$ cat config.mk
export PLATFORM = sky130hd
export DESIGN_NAME = prio_intc
export DESIGN_NICKNAME = d
export VERILOG_FILES = /design/src/rtl/prio_intc.sv
export SDC_FILE = /design/constraint.sdc
export NUM_CORES = 1
export LEC_CHECK = 0
export ABC_AREA = 1
export BUFFER_PORTS_ARGS = -buffer_cell sky130_fd_sc_hd__buf_2
export CELL_PAD_IN_SITES_DETAIL_PLACEMENT = 1
export CELL_PAD_IN_SITES_GLOBAL_PLACEMENT = 1
export CORE_MARGIN = 5
export CORE_UTILIZATION = 31
export DETAILED_ROUTE_END_ITERATION = 6
export PLACE_DENSITY_LB_ADDON = 0.1
export SLEW_MARGIN = 40
export SYNTH_ARGS = -nofsm -noshare
export SYNTH_HDL_FRONTEND = slang
export SYNTH_SLANG_ARGS = --single-unit
$ cat constraint.sdc
create_clock -name clk -period 3 [get_ports clk]
set_input_delay 0.45 -clock clk [delete_from_list [all_inputs] [get_ports clk]]
set_output_delay 0.45 -clock clk [all_outputs]
set_load 0.03 [all_outputs]
$ cat src/rtl/prio_intc.sv
module prio_intc #(
  parameter int N_EXT = 3,
  parameter int N_PER = 8,
  parameter int AW = 24,
  parameter logic [AW-1:0] VEC_HI = 24'h000008,
  parameter logic [AW-1:0] VEC_LO = 24'h000018,
  localparam int NS = N_EXT + N_PER
) (
  input  logic          clk,
  input  logic          rst_n,
  input  logic [N_EXT-1:0] ext_pin,
  input  logic [N_EXT-1:0] ext_rise,
  input  logic [N_PER-1:0] per_req,
  input  logic [NS-1:0] src_en,
  input  logic [NS-1:0] src_hi,
  input  logic [NS-1:0] flag_clr,
  input  logic          prio_mode,
  input  logic          gie_set_hi,
  input  logic          gie_set_lo,
  input  logic          insn_boundary,
  input  logic          ack,
  input  logic          ret,
  output logic [NS-1:0] flags,
  output logic          irq_take,
  output logic [AW-1:0] irq_vector,
  output logic          irq_hi,
  output logic          act_valid,
  output logic          act_hi,
  output logic          gie_hi,
  output logic          gie_lo
);

  logic [N_EXT-1:0] sync1, sync2, prev;
  logic [N_EXT-1:0] ext_evt;
  logic [NS-1:0]    live;
  logic [1:0]       depth;
  logic [1:0]       lvl;
  logic             hi_live, lo_live, room, top_hi;
  logic             want_hi, want_lo, pop_hi;

  always_ff @(posedge clk or negedge rst_n)
    if (!rst_n) begin
      sync1 <= '0;
      sync2 <= '0;
      prev  <= '0;
    end else begin
      sync1 <= ext_pin;
      sync2 <= sync1;
      prev  <= sync2;
    end

  assign ext_evt = (ext_rise & sync2 & ~prev) | (~ext_rise & ~sync2 & prev);

  always_ff @(posedge clk or negedge rst_n)
    if (!rst_n) flags <= '0;
    else        flags <= (flags & ~flag_clr) | {per_req, ext_evt};

  assign live    = flags & src_en;
  assign hi_live = prio_mode ? |(live & src_hi) : |live;
  assign lo_live = prio_mode & |(live & ~src_hi);

  assign act_valid = depth != 2'd0;
  assign act_hi    = (depth == 2'd2) ? lvl[1] : (lvl[0] & act_valid);
  assign top_hi    = act_valid & act_hi;
  assign room      = depth != 2'd2;
  assign pop_hi    = act_hi;

  assign want_hi = hi_live & gie_hi & room;
  assign want_lo = lo_live & gie_lo & gie_hi & room & ~top_hi;

  always_ff @(posedge clk or negedge rst_n)
    if (!rst_n) begin
      irq_take <= 1'b0;
      irq_hi   <= 1'b0;
    end else if (irq_take) begin
      if (ack) irq_take <= 1'b0;
    end else if (insn_boundary && (want_hi || want_lo)) begin
      irq_take <= 1'b1;
      irq_hi   <= want_hi;
    end

  assign irq_vector = irq_hi ? VEC_HI : VEC_LO;

  always_ff @(posedge clk or negedge rst_n)
    if (!rst_n) begin
      depth <= 2'd0;
      lvl   <= 2'b00;
    end else if (irq_take && ack) begin
      if (depth == 2'd0) lvl[0] <= irq_hi;
      else               lvl[1] <= irq_hi;
      depth <= depth + 2'd1;
    end else if (ret && act_valid) begin
      depth <= depth - 2'd1;
    end

  always_ff @(posedge clk or negedge rst_n)
    if (!rst_n) begin
      gie_hi <= 1'b0;
      gie_lo <= 1'b0;
    end else begin
      if (gie_set_hi) gie_hi <= 1'b1;
      if (gie_set_lo) gie_lo <= 1'b1;
      if (irq_take && ack) begin
        if (irq_hi) gie_hi <= 1'b0;
        else        gie_lo <= 1'b0;
      end else if (ret && act_valid) begin
        if (pop_hi) gie_hi <= 1'b1;
        else        gie_lo <= 1'b1;
      end
    end

endmodule

== Yosys cells after proc, flatten, opt, wreduce, memory -nomap -nowiden ==
Cells that the tools add are included.
W data, S select, Z words.

* Bitwise logic cells: 27
* Order comparisons: 0
* Divide/modulo/power cells: 0
* Reductions and logical operators: 13
* Shift operators: 0
* Add/subtract/negate cells: 2
* Multipliers: 0
* Equality and inequality tests: 2
* Multiplexer cells: 18

{| class="wikitable"
|+ Operators by type and width
! kind !! number
|-
| $and A11 B11 Y11 || 4
|-
| $reduce_or A11 Y1 || 3
|-
| $not A11 Y11 || 2
|-
| $mux W1 || 15
|-
| $and A3 B3 Y3 || 4
|-
| $or A11 B11 Y11 || 1
|-
| $and A1 B1 Y1 || 9
|-
| $not A3 Y3 || 3
|-
| $reduce_and A2 Y1 || 3
|-
| $mux W5 || 1
|-
| $mux W2 || 2
|-
| $reduce_bool A2 Y1 || 2
|-
| $logic_and A1 B1 Y1 || 3
|-
| $not A1 Y1 || 3
|-
| $or A3 B3 Y3 || 1
|-
| $add A2 B1 Y2 const B || 1
|-
| $eq A2 B2 Y1 const B || 1
|-
| $logic_not A2 Y1 || 1
|-
| $ne A2 B2 Y1 const B || 1
|-
| $sub A2 B1 Y2 const B || 1
|-
| $logic_or A1 B1 Y1 || 1
|}

* Output and inout bits: 41
* Bits in writable memories: 0
* Input port bits: 55
* Memory bits (read-only): 0
* Latch bits: 0
* Logic and storage cells: 73
* Bits in registers: 28
* Memories kept: 0

== Logic depth before layout (Yosys ltp) ==
Gate-level depths: netlist (run 1).

* Word-level depth: 12
* Gate-level depth with buffers: 9

== Worst setup path before layout (run 1) ==
Ideal clock, no wire load.

* Path kind: reg-to-output
* Start point: reg depth[0]
* End point: out act_valid
* Buffers on the path: 0
* Arrival: 0.773 ns
* Data required time: 2.550 ns
* Cell stages (with the launch flop): 3
* Path slack: 1.777 ns
* Cell sequence: dfrtp_1 > nor2_1 > inv_1

* Cells in the longest elaborated chain, start to end: 1

{| class="wikitable"
|+ Ends and longest elaborated chain
! what !! line !! RTL
|-
| from (decl) || 36 || <nowiki>logic [1:0] depth;</nowiki>
|-
| from (signal assigned) || 91 || <nowiki>depth <= depth + 2'd1;</nowiki>
|-
| from (signal assigned) || 93 || <nowiki>depth <= depth - 2'd1;</nowiki>
|-
| $reduce_bool A2 Y1 || 62 || <nowiki>assign act_valid = depth != 2'd0;</nowiki>
|-
| to (decl) || 27 || <nowiki>output logic act_valid,</nowiki>
|}

No other way between the ends.

== Final worst setup path (run 1) ==
* Start point: reg depth[0]
* End point: out act_hi

* Cells in the longest elaborated chain, start to end: 3

{| class="wikitable"
|+ Ends and longest elaborated chain
! what !! line !! RTL
|-
| $reduce_bool A2 Y1 || 62 ||
|-
| $and A1 B1 Y1 || 63 || <nowiki>assign act_hi = (depth == 2'd2) ? lvl[1] : (lvl[0] & act_valid);</nowiki>
|-
| $mux W1 (*) || 63 ||
|-
| to (decl) || 28 || <nowiki>output logic act_hi,</nowiki>
|}

Mark *: on every way between the ends. The rest lies on a longest branch, timed or not.

==> impl_metrics.ini, run 1 <==
[place]
hpwl_mm = 3.508
post-place-ws_ps = 1608
port-buffer-count = 72
gp_congestion = 0.7356
dpl.cell_count = 335

[floorplanning]
rows = 25
die_h_um = 80.58
ios = 96
die_area_mm2 = 0.006492
coreArea_mm2 = 0.004786
start_util_pct = 32.26
die_w_um = 80.58

[cts]
clk_latency_ps = 270
cts_tree = built
cts_setup_buffers = 0
cts_max_level = 1
cts_buffers = 3
post_cts_resized = 0
clockRootBuffer = clkbuf_8
cts.sinks = 28
hold_buffers = 0
clockBufferDepth = 2
path_clk_slew_ps = 90

[worst_setup_path]
critical-path-max-stage-delay_ps = 420
worstSetupEndpointType = output port
cp_slowest_cell = dfrtp_1
rr_worst_depth = 4
path_max_fanout = 4
rrSetupSlack_ps = 1860
cp.required_ps = 2550
crit_path_cell_trace = inv_2 > nand2_2 > inv_2 > nand2_2 > nand2_4 > buf_2
startpoint_type = register
worstSetupPathType = register to output port
cp.arrival_ps = 1240

[run]
cap_violations = 0

[grt]
met1_usage_pct = 16.21
grt_pass1_wl_mm = 6.479
busiest_layer = met2
use_met3_pct = 3.587
antenna_found_initial = 0
grt.met2_usage_pct = 20.94
grt_max_degree = 29
grt_overflow = 0
grt_pass1_vias = 1443
track_usage_pct = 12.72

[power]
power_density_mw_per_mm2 = 602.8
power_mw = 1.175
max-vdd-ir-drop_mv = 0.3353
leakagePower_nw = 1.150

[routing]
routed_wl_mm = 4.028
vias_per_cell = 4.224
dr.pass1.iters = 4
wl_per_cell_um = 11.88
drc = 0
vias = 1432
antenna_left = 0
drt_iter0_drc = 18

[finish]
fillCellCount = 659
multi_input_area_um2 = 636.9
layout_commonest_cell = buf_2
area_growth_syn_to_layout_pct = 26.26
n_antenna_cell = 0
regArea_um2 = 700.7
nets = 328
stdcell_count = 339
drive_gt1_share_pct = 30.15
final_cell_mix = 72 x buf_2, 43 x nand2_1, 28 x inv_1, 28 x dfrtp_1, 27 x nand3_1

[sta]
period_needed_ps = 1693
fin_hold_ws_ps = 179.6
final-hold-violation-count = 0
final.setup.worst_slack_ps = 1307
fmax_mhz = 590.6
clock_skew_ps = 1.402
worst-slew-pin-transition_ps = 618.7
setup_viol = 0
period_share_pct = 56.44
finalMaxSlewViolations = 0
relSlewSlack_pct = 58.76
tns_ps = 0
grt_setup_unrepaired = no

[synthesis]
syn_area_mm2 = 0.001544
synth_top_cell_by_area = dfrtp_1
yosys.cell_types.count = 18
synth_area_leaders = dfrtp_1 45%, buf_4 11%, nand2_1 10%, nand3_1 8.8%, inv_1 6.8%
synth_top_cell_area_share_pct = 45.38
ys_seq_elements = 28
yosysWarningCount = 0
synthCells = 198
avgSynthCellArea_um2 = 7.798
ys_seq_area_share_pct = 45.38

[worst_hold_path]
worstHoldPathType = input port to async pin

[outcome]
status = finished clean
==> critical path, delay by kind of cell (launching register included) <==
kind,cells,cell delay [ps]
buffers and inverters,3,360
DFF,1,420
and+or+nand+nor,3,190
==> flip-flops by register name, summed over array words and instances (netlist names) <==
register  cells
flags        11
prev          3
sync1         3
sync2         3
depth         2
lvl           2
gie_hi        1
gie_lo        1
irq_hi        1
irq_take      1
==> per-layer routing <==
metal / vias up / share of wire (%)
met4: 0 / 0.97
li1: 725 / -
met2: 62 / 45
met3: 5 / 12
met1: 640 / 42
met5: - / 0
==> per-stage QoR <==
step	utilization [%]	instance area, µm²
after floorplan	-	1623
after global placement	39.58	1894
after detailed placement	39.58	1894
after CTS	40.73	1949
after global routing	40.73	1949
final	40.73	1949
==> synth_stat cells <==
cell type and instances:
nand2_2 2, nand3_1 27, nor2_1 20, o22ai_1 2, nand2_4 1, o21ai_0 2
o211ai_1 1, buf_4 23, dfrtp_1 28, inv_1 28, nand2_1 43, inv_2 2
o21bai_1 8, xor2_1 1, nor3_2 1, a21oi_1 4, o221ai_1 3, conb_1 2
==> cell families (layout without fill, tap and decap cells) <==
kind of cell           after synthesis  in the layout  synth area share [%]
AO/OA/AOI/OAI                       20             20                 8.834
XOR/XNOR                             1              1                0.5674
buffers and inverters               53            106                 18.48
flip-flops                          28             28                 45.38
other                                2             23                0.4864
AND/OR/NAND/NOR                     94             94                 26.26
==> power breakdown <==
part	switching, mW	internal, mW	total, mW
clock network	0.115	0.117	0.233
logic	0.315	0.139	0.454
registers	0.0542	0.434	0.488
total	0.484	0.691	1.17
==> path summary, 6_finish.rpt <==
| check | endpoint | startpoint |
|---|---|---|
| worst max-delay path | act_hi | depth[0]$_DFFE_PN0P_ |
| worst min-delay path | sync1[0]$_DFF_PN0_ | rst_n |
| worst max register to register | depth[0]$_DFFE_PN0P_ | depth[0]$_DFFE_PN0P_ |
| worst min register to register | sync2[0]$_DFF_PN0_ | sync1[0]$_DFF_PN0_ |
| max in group asynchronous | flags[6]$_DFF_PN0_ | rst_n |
| min in group clk | sync1[0]$_DFF_PN0_ | ext_pin[0] |
==> cell type report <==
class	instances	share of cell area, %
sequential	28	35.94
multi-input combinational	138	32.67
timing repair buffer	72	18.49
inverter	30	5.777
tap	67	4.300
clock buffer	4	2.824
No activity file was read; power rests on OpenSTA's default activity.
==> run 2: changes to the inputs <==
--- a/config.mk
+++ b/config.mk
@@ -10,7 +10,7 @@
 export CELL_PAD_IN_SITES_DETAIL_PLACEMENT = 1
 export CELL_PAD_IN_SITES_GLOBAL_PLACEMENT = 1
 export CORE_MARGIN = 5
-export CORE_UTILIZATION = 31
+export CORE_UTILIZATION = 29
 export DETAILED_ROUTE_END_ITERATION = 6
 export PLACE_DENSITY_LB_ADDON = 0.1
 export SLEW_MARGIN = 40
==> constraint.sdc (replaced) <==
create_clock -name clk -period 1.67 [get_ports clk]
set_input_delay 0.2505 -clock clk [delete_from_list [all_inputs] [get_ports clk]]
set_output_delay 0.2505 -clock clk [all_outputs]
set_load 0.03 [all_outputs]
==> impl_metrics.ini, run 2 (same netlist as run 1, synthesis figures left out) <==
[finish]
finish.instance_area_mm2 = 0.001969
post-route-util_pct = 38.32
area_growth_syn_to_layout_pct = 27.55
nets = 328
largest_register = flags
drive_gt1_share_pct = 30.15
largest_register_ffs = 11
fillCellCount = 682
final_cell_mix = 72 x buf_2, 43 x nand2_1, 28 x inv_1, 28 x dfrtp_1, 27 x nand3_1
layout_commonest_cell = buf_2
n_antenna_cell = 0

[sta]
finalMaxSlewViolations = 0
final.setup.worst_slack_ps = 186.2
period_needed_ps = 1484
fmax_mhz = 673.9
grt_setup_unrepaired = no
worst-slew-pin-transition_ps = 644.1
setup_viol = 0
tns_ps = 0
clock_skew_ps = 3.195
relSlewSlack_pct = 57.06
fin_hold_ws_ps = -12.07
final-hold-violation-count = 28
period_share_pct = 88.85

[worst_setup_path]
startpoint = depth[0]$_DFFE_PN0P_
startpoint_type = register
rrSetupSlack_ps = 520
cp.arrival_ps = 1230
worstSetupPathType = register to output port
cp_slowest_cell = dfrtp_1
critical-path-max-stage-delay_ps = 420
path_delay_family = flip-flops
cp.buffers_inverters = 2
path_max_fanout = 4
cp.required_ps = 1420
r2r_end = depth[0]$_DFFE_PN0P_
crit_path_end = act_valid
rr_worst_depth = 4
worstSetupEndpointType = output port
cp_num_cells = 3
crit_path_cell_trace = nor2_1 > inv_1 > buf_2
r2r-start = depth[0]$_DFFE_PN0P_

[routing]
vias_per_cell = 4.105
drc = 0
routed_wl_mm = 3.999
drt_iter0_drc = 33
antenna_left = 0
dr.pass1.iters = 4
vias = 1404
wl_per_cell_um = 11.69

[grt]
track_usage_pct = 12.11
grt_overflow = 0
grt_pass1_wl_mm = 7.003
antenna_found_initial = 0
grt_max_degree = 29
grt_pass1_vias = 1495

[cts]
cts_buffers = 3
clockBufferDepth = 2
clk_latency_ps = 270
clockRootBuffer = clkbuf_8
path_clk_slew_ps = 90
cts_max_level = 1
hold_buffers = 0
post_cts_resized = 0
cts_setup_buffers = 0
cts_tree = built
cts.sinks = 28

[floorplanning]
die_w_um = 82.97
rows = 26
die_h_um = 82.97
ios = 96
coreArea_mm2 = 0.005140
die_area_mm2 = 0.006883
start_util_pct = 30.04

[power]
p_clk_share_pct = 24.1
switching_share_pct = 39.31
intPower_mw = 1.351
switchingPower_mw = 0.8752
leakagePower_nw = 1.157
combPwrFrac_pct = 36.6
power_density_mw_per_mm2 = 1130
max-vdd-ir-drop_mv = 0.5807
seqPwrFrac_pct = 39.3

[run]
cap_violations = 0

[place]
hpwl_mm = 3.417
port-buffer-count = 72
placed_area_mm2 = 0.001898
post-place-ws_ps = 484.2
gp_congestion = 0.7303

[outcome]
failed_checks = negative hold slack
status = finished, violations left

[worst_hold_path]
worstHoldPathType = input port to async pin
==> run 2: how the worst min path moves through the flow <==
stage / depth (start not counted) / startpoint / end / slack [ps]
floorplan: 0 / rst_n / depth[0]$_DFFE_PN0P_ / -50
global placement: 1 / rst_n / sync2[1]$_DFF_PN0_ / 320
detailed placement: 1 / rst_n / sync2[1]$_DFF_PN0_ / 320
CTS: 1 / rst_n / flags[5]$_DFF_PN0_ / 10
global route: 1 / rst_n / sync1[1]$_DFF_PN0_ / 30
finish: 1 / rst_n / sync2[1]$_DFF_PN0_ / -10
==> run 2: layout make-up <==
cell class | instances | area (µm²) | area share (%)
multi-input combinational | 138 | 636.9 | 32.34
inverter | 30 | 112.6 | 5.718
clock buffer | 3 | 41.29 | 2.097
tap | 70 | 87.58 | 4.447
clock inverter | 1 | 30.03 | 1.525
sequential | 28 | 700.7 | 35.58
timing repair buffer | 72 | 360.3 | 18.30
==> run 2: routing by layer <==
metal,GRT usage (%),share of wire [%]
met1,15.46,45
met2,20.12,47
met4,0.8915,0.30
met5,0,0
met3,4.851,7.7
==> run 2: power by group through the flow <==
| stage | Sequential [mW] | Combinational [mW] | Clock (mW) |
|---|---|---|---|
| 5_1_grt | 0.897 | 0.908 | 0.602 |
| 2_1_floorplan | 0.981 | 0.504 | 0 |
| 3_5_place_dp | 0.893 | 0.827 | 0 |
| 4_1_cts | 0.879 | 0.830 | 0.570 |
| 3_3_place_gp | 0.891 | 0.824 | 0 |
| 6_report | 0.875 | 0.814 | 0.537 |
==> run 2: stage by stage <==
step           instances  total power, mW
4_1_cts              342            2.278
5_1_grt              342            2.407
3_5_place_dp         338            1.720
2_1_floorplan        219            1.486
3_3_place_gp         338            1.715
6_report             342            2.226
==> run 3: changes to the inputs <==
--- a/config.mk
+++ b/config.mk
@@ -7,10 +7,11 @@
 export LEC_CHECK = 0
 export ABC_AREA = 1
 export BUFFER_PORTS_ARGS = -buffer_cell sky130_fd_sc_hd__buf_2
-export CELL_PAD_IN_SITES_DETAIL_PLACEMENT = 1
-export CELL_PAD_IN_SITES_GLOBAL_PLACEMENT = 1
+export CELL_PAD_IN_SITES_DETAIL_PLACEMENT = 0
+export CELL_PAD_IN_SITES_GLOBAL_PLACEMENT = 2
 export CORE_MARGIN = 5
-export CORE_UTILIZATION = 29
+export CORE_UTILIZATION = 22
+export CTS_BUF_LIST = sky130_fd_sc_hd__clkbuf_8
 export DETAILED_ROUTE_END_ITERATION = 6
 export PLACE_DENSITY_LB_ADDON = 0.1
 export SLEW_MARGIN = 40
==> impl_metrics.ini, run 3 (same netlist as run 1, synthesis figures left out) <==
[grt]
grt_max_degree = 29
track_usage_pct = 9.406
grt_overflow = 0
antenna_found_initial = 0
grt_pass1_vias = 1373
grt.met2_usage_pct = 14.67
busiest_layer = met2
met1_usage_pct = 12.51
grt_pass1_wl_mm = 6.499
use_met3_pct = 3.205

[worst_setup_path]
startpoint_type = register
rr_worst_depth = 7
r2r-start = depth[0]$_DFFE_PN0P_
worstSetupEndpointType = output port
rrSetupSlack_ps = 560
worstSetupPathType = register to output port
cp.required_ps = 1420
r2r_end = irq_hi$_DFFE_PN0P_
cp.arrival_ps = 1220
path_max_fanout = 4

[finish]
nets = 328
largest_register = flags
regArea_um2 = 700.7
layout_commonest_cell = buf_2
final_cell_mix = 72 x buf_2, 43 x nand2_1, 28 x inv_1, 28 x dfrtp_1, 27 x nand3_1
finish.instance_area_mm2 = 0.002002
drive_gt1_share_pct = 30.15
n_antenna_cell = 0
multi_input_area_um2 = 636.9
largest_register_ffs = 11
area_growth_syn_to_layout_pct = 29.66
fillCellCount = 753
post-route-util_pct = 29.47

[power]
max-vdd-ir-drop_mv = 0.4974
power_density_mw_per_mm2 = 1112
leakagePower_nw = 1.157

[worst_hold_path]
worstHoldPathType = input port to async pin

[routing]
vias_per_cell = 3.758
wl_per_cell_um = 11.37
antenna_left = 0
routed_wl_mm = 4.184
vias = 1383
drt_iter0_drc = 20
drc = 0
dr.pass1.iters = 4

[cts]
cts_tree = built
clk_latency_ps = 280
cts_setup_buffers = 0
clockRootBuffer = clkbuf_8
cts.sinks = 28
hold_buffers = 0
clockBufferDepth = 2
cts_buffers = 3
cts_max_level = 1
path_clk_slew_ps = 100
post_cts_resized = 0

[run]
cap_violations = 0

[sta]
clock_skew_ps = 9.171
relSlewSlack_pct = 56.73
tns_ps = 0
period_needed_ps = 1471
setup_viol = 0
fmax_mhz = 679.8
grt_setup_unrepaired = no
fin_hold_ws_ps = -16.78
finalMaxSlewViolations = 0
worst-slew-pin-transition_ps = 649.1
final-hold-violation-count = 16
period_share_pct = 88.09

[place]
gp_congestion = 0.7144
hpwl_mm = 3.537
placed_area_mm2 = 0.001931
port-buffer-count = 72

[floorplanning]
die_area_mm2 = 0.008794
die_w_um = 93.78
coreArea_mm2 = 0.006794
ios = 96
rows = 30
start_util_pct = 22.73
die_h_um = 93.78

[outcome]
status = finished, violations left
failed_checks = negative hold slack
-- run 3: cell counts in the layout (fill, tap and decap cells not counted) --
No cell type changed its count.
-- run 3: how the worst max path moves through the flow --
stage | start | end | slack, ps | cells after the start
2_1_floorplan | gie_hi$_DFF_PN0_ | irq_hi$_DFFE_PN0P_ | 490 | 7
3_3_place_gp | depth[0]$_DFFE_PN0P_ | act_valid | 490 | 3
3_5_place_dp | depth[0]$_DFFE_PN0P_ | act_hi | 490 | 6
4_1_cts | depth[0]$_DFFE_PN0P_ | act_hi | 170 | 6
5_1_grt | depth[0]$_DFFE_PN0P_ | act_hi | 100 | 6
6_report | depth[0]$_DFFE_PN0P_ | act_hi | 200 | 6
-- run 3: layer usage --
metal	wire length, µm	vias to the layer above
li1	-	728
met2	1764	56
met3	444	2
met1	1961	597
met5	0	-
met4	14	0
-- run 3: area by class of cell --
type | count | share of cell area, %
inverter | 30 | 5.625
clock buffer | 3 | 2.063
clock inverter | 1 | 1.500
tap | 96 | 6.000
multi-input combinational | 138 | 31.81
sequential | 28 | 35.00
timing repair buffer | 72 | 18.00
-- run 3: stage by stage --
stage	instances	hold slack, ps	total power [mW]	setup WS (ps)
final	368	-16.78	2.226	198.9
after floorplan	219	-45.09	1.486	492.1
after detailed placement	364	331.1	1.718	494.8
after global placement	364	331.9	1.727	493.8
after global routing	368	48.97	2.403	104.9
after CTS	368	11.51	2.277	173.4
-- run 3: power breakdown --
group	total, mW	switching, mW	internal (mW)
clock	0.544	0.223	0.321
combinational	0.808	0.558	0.250
sequential	0.874	0.0934	0.780
-- run 3: critical path: stages, from the launching register on --
cell and delay (ps):
dfrtp_1 420, inv_2 90, nand2_2 60, inv_2 60, nand2_2 50, nand2_4 70
buf_2 200
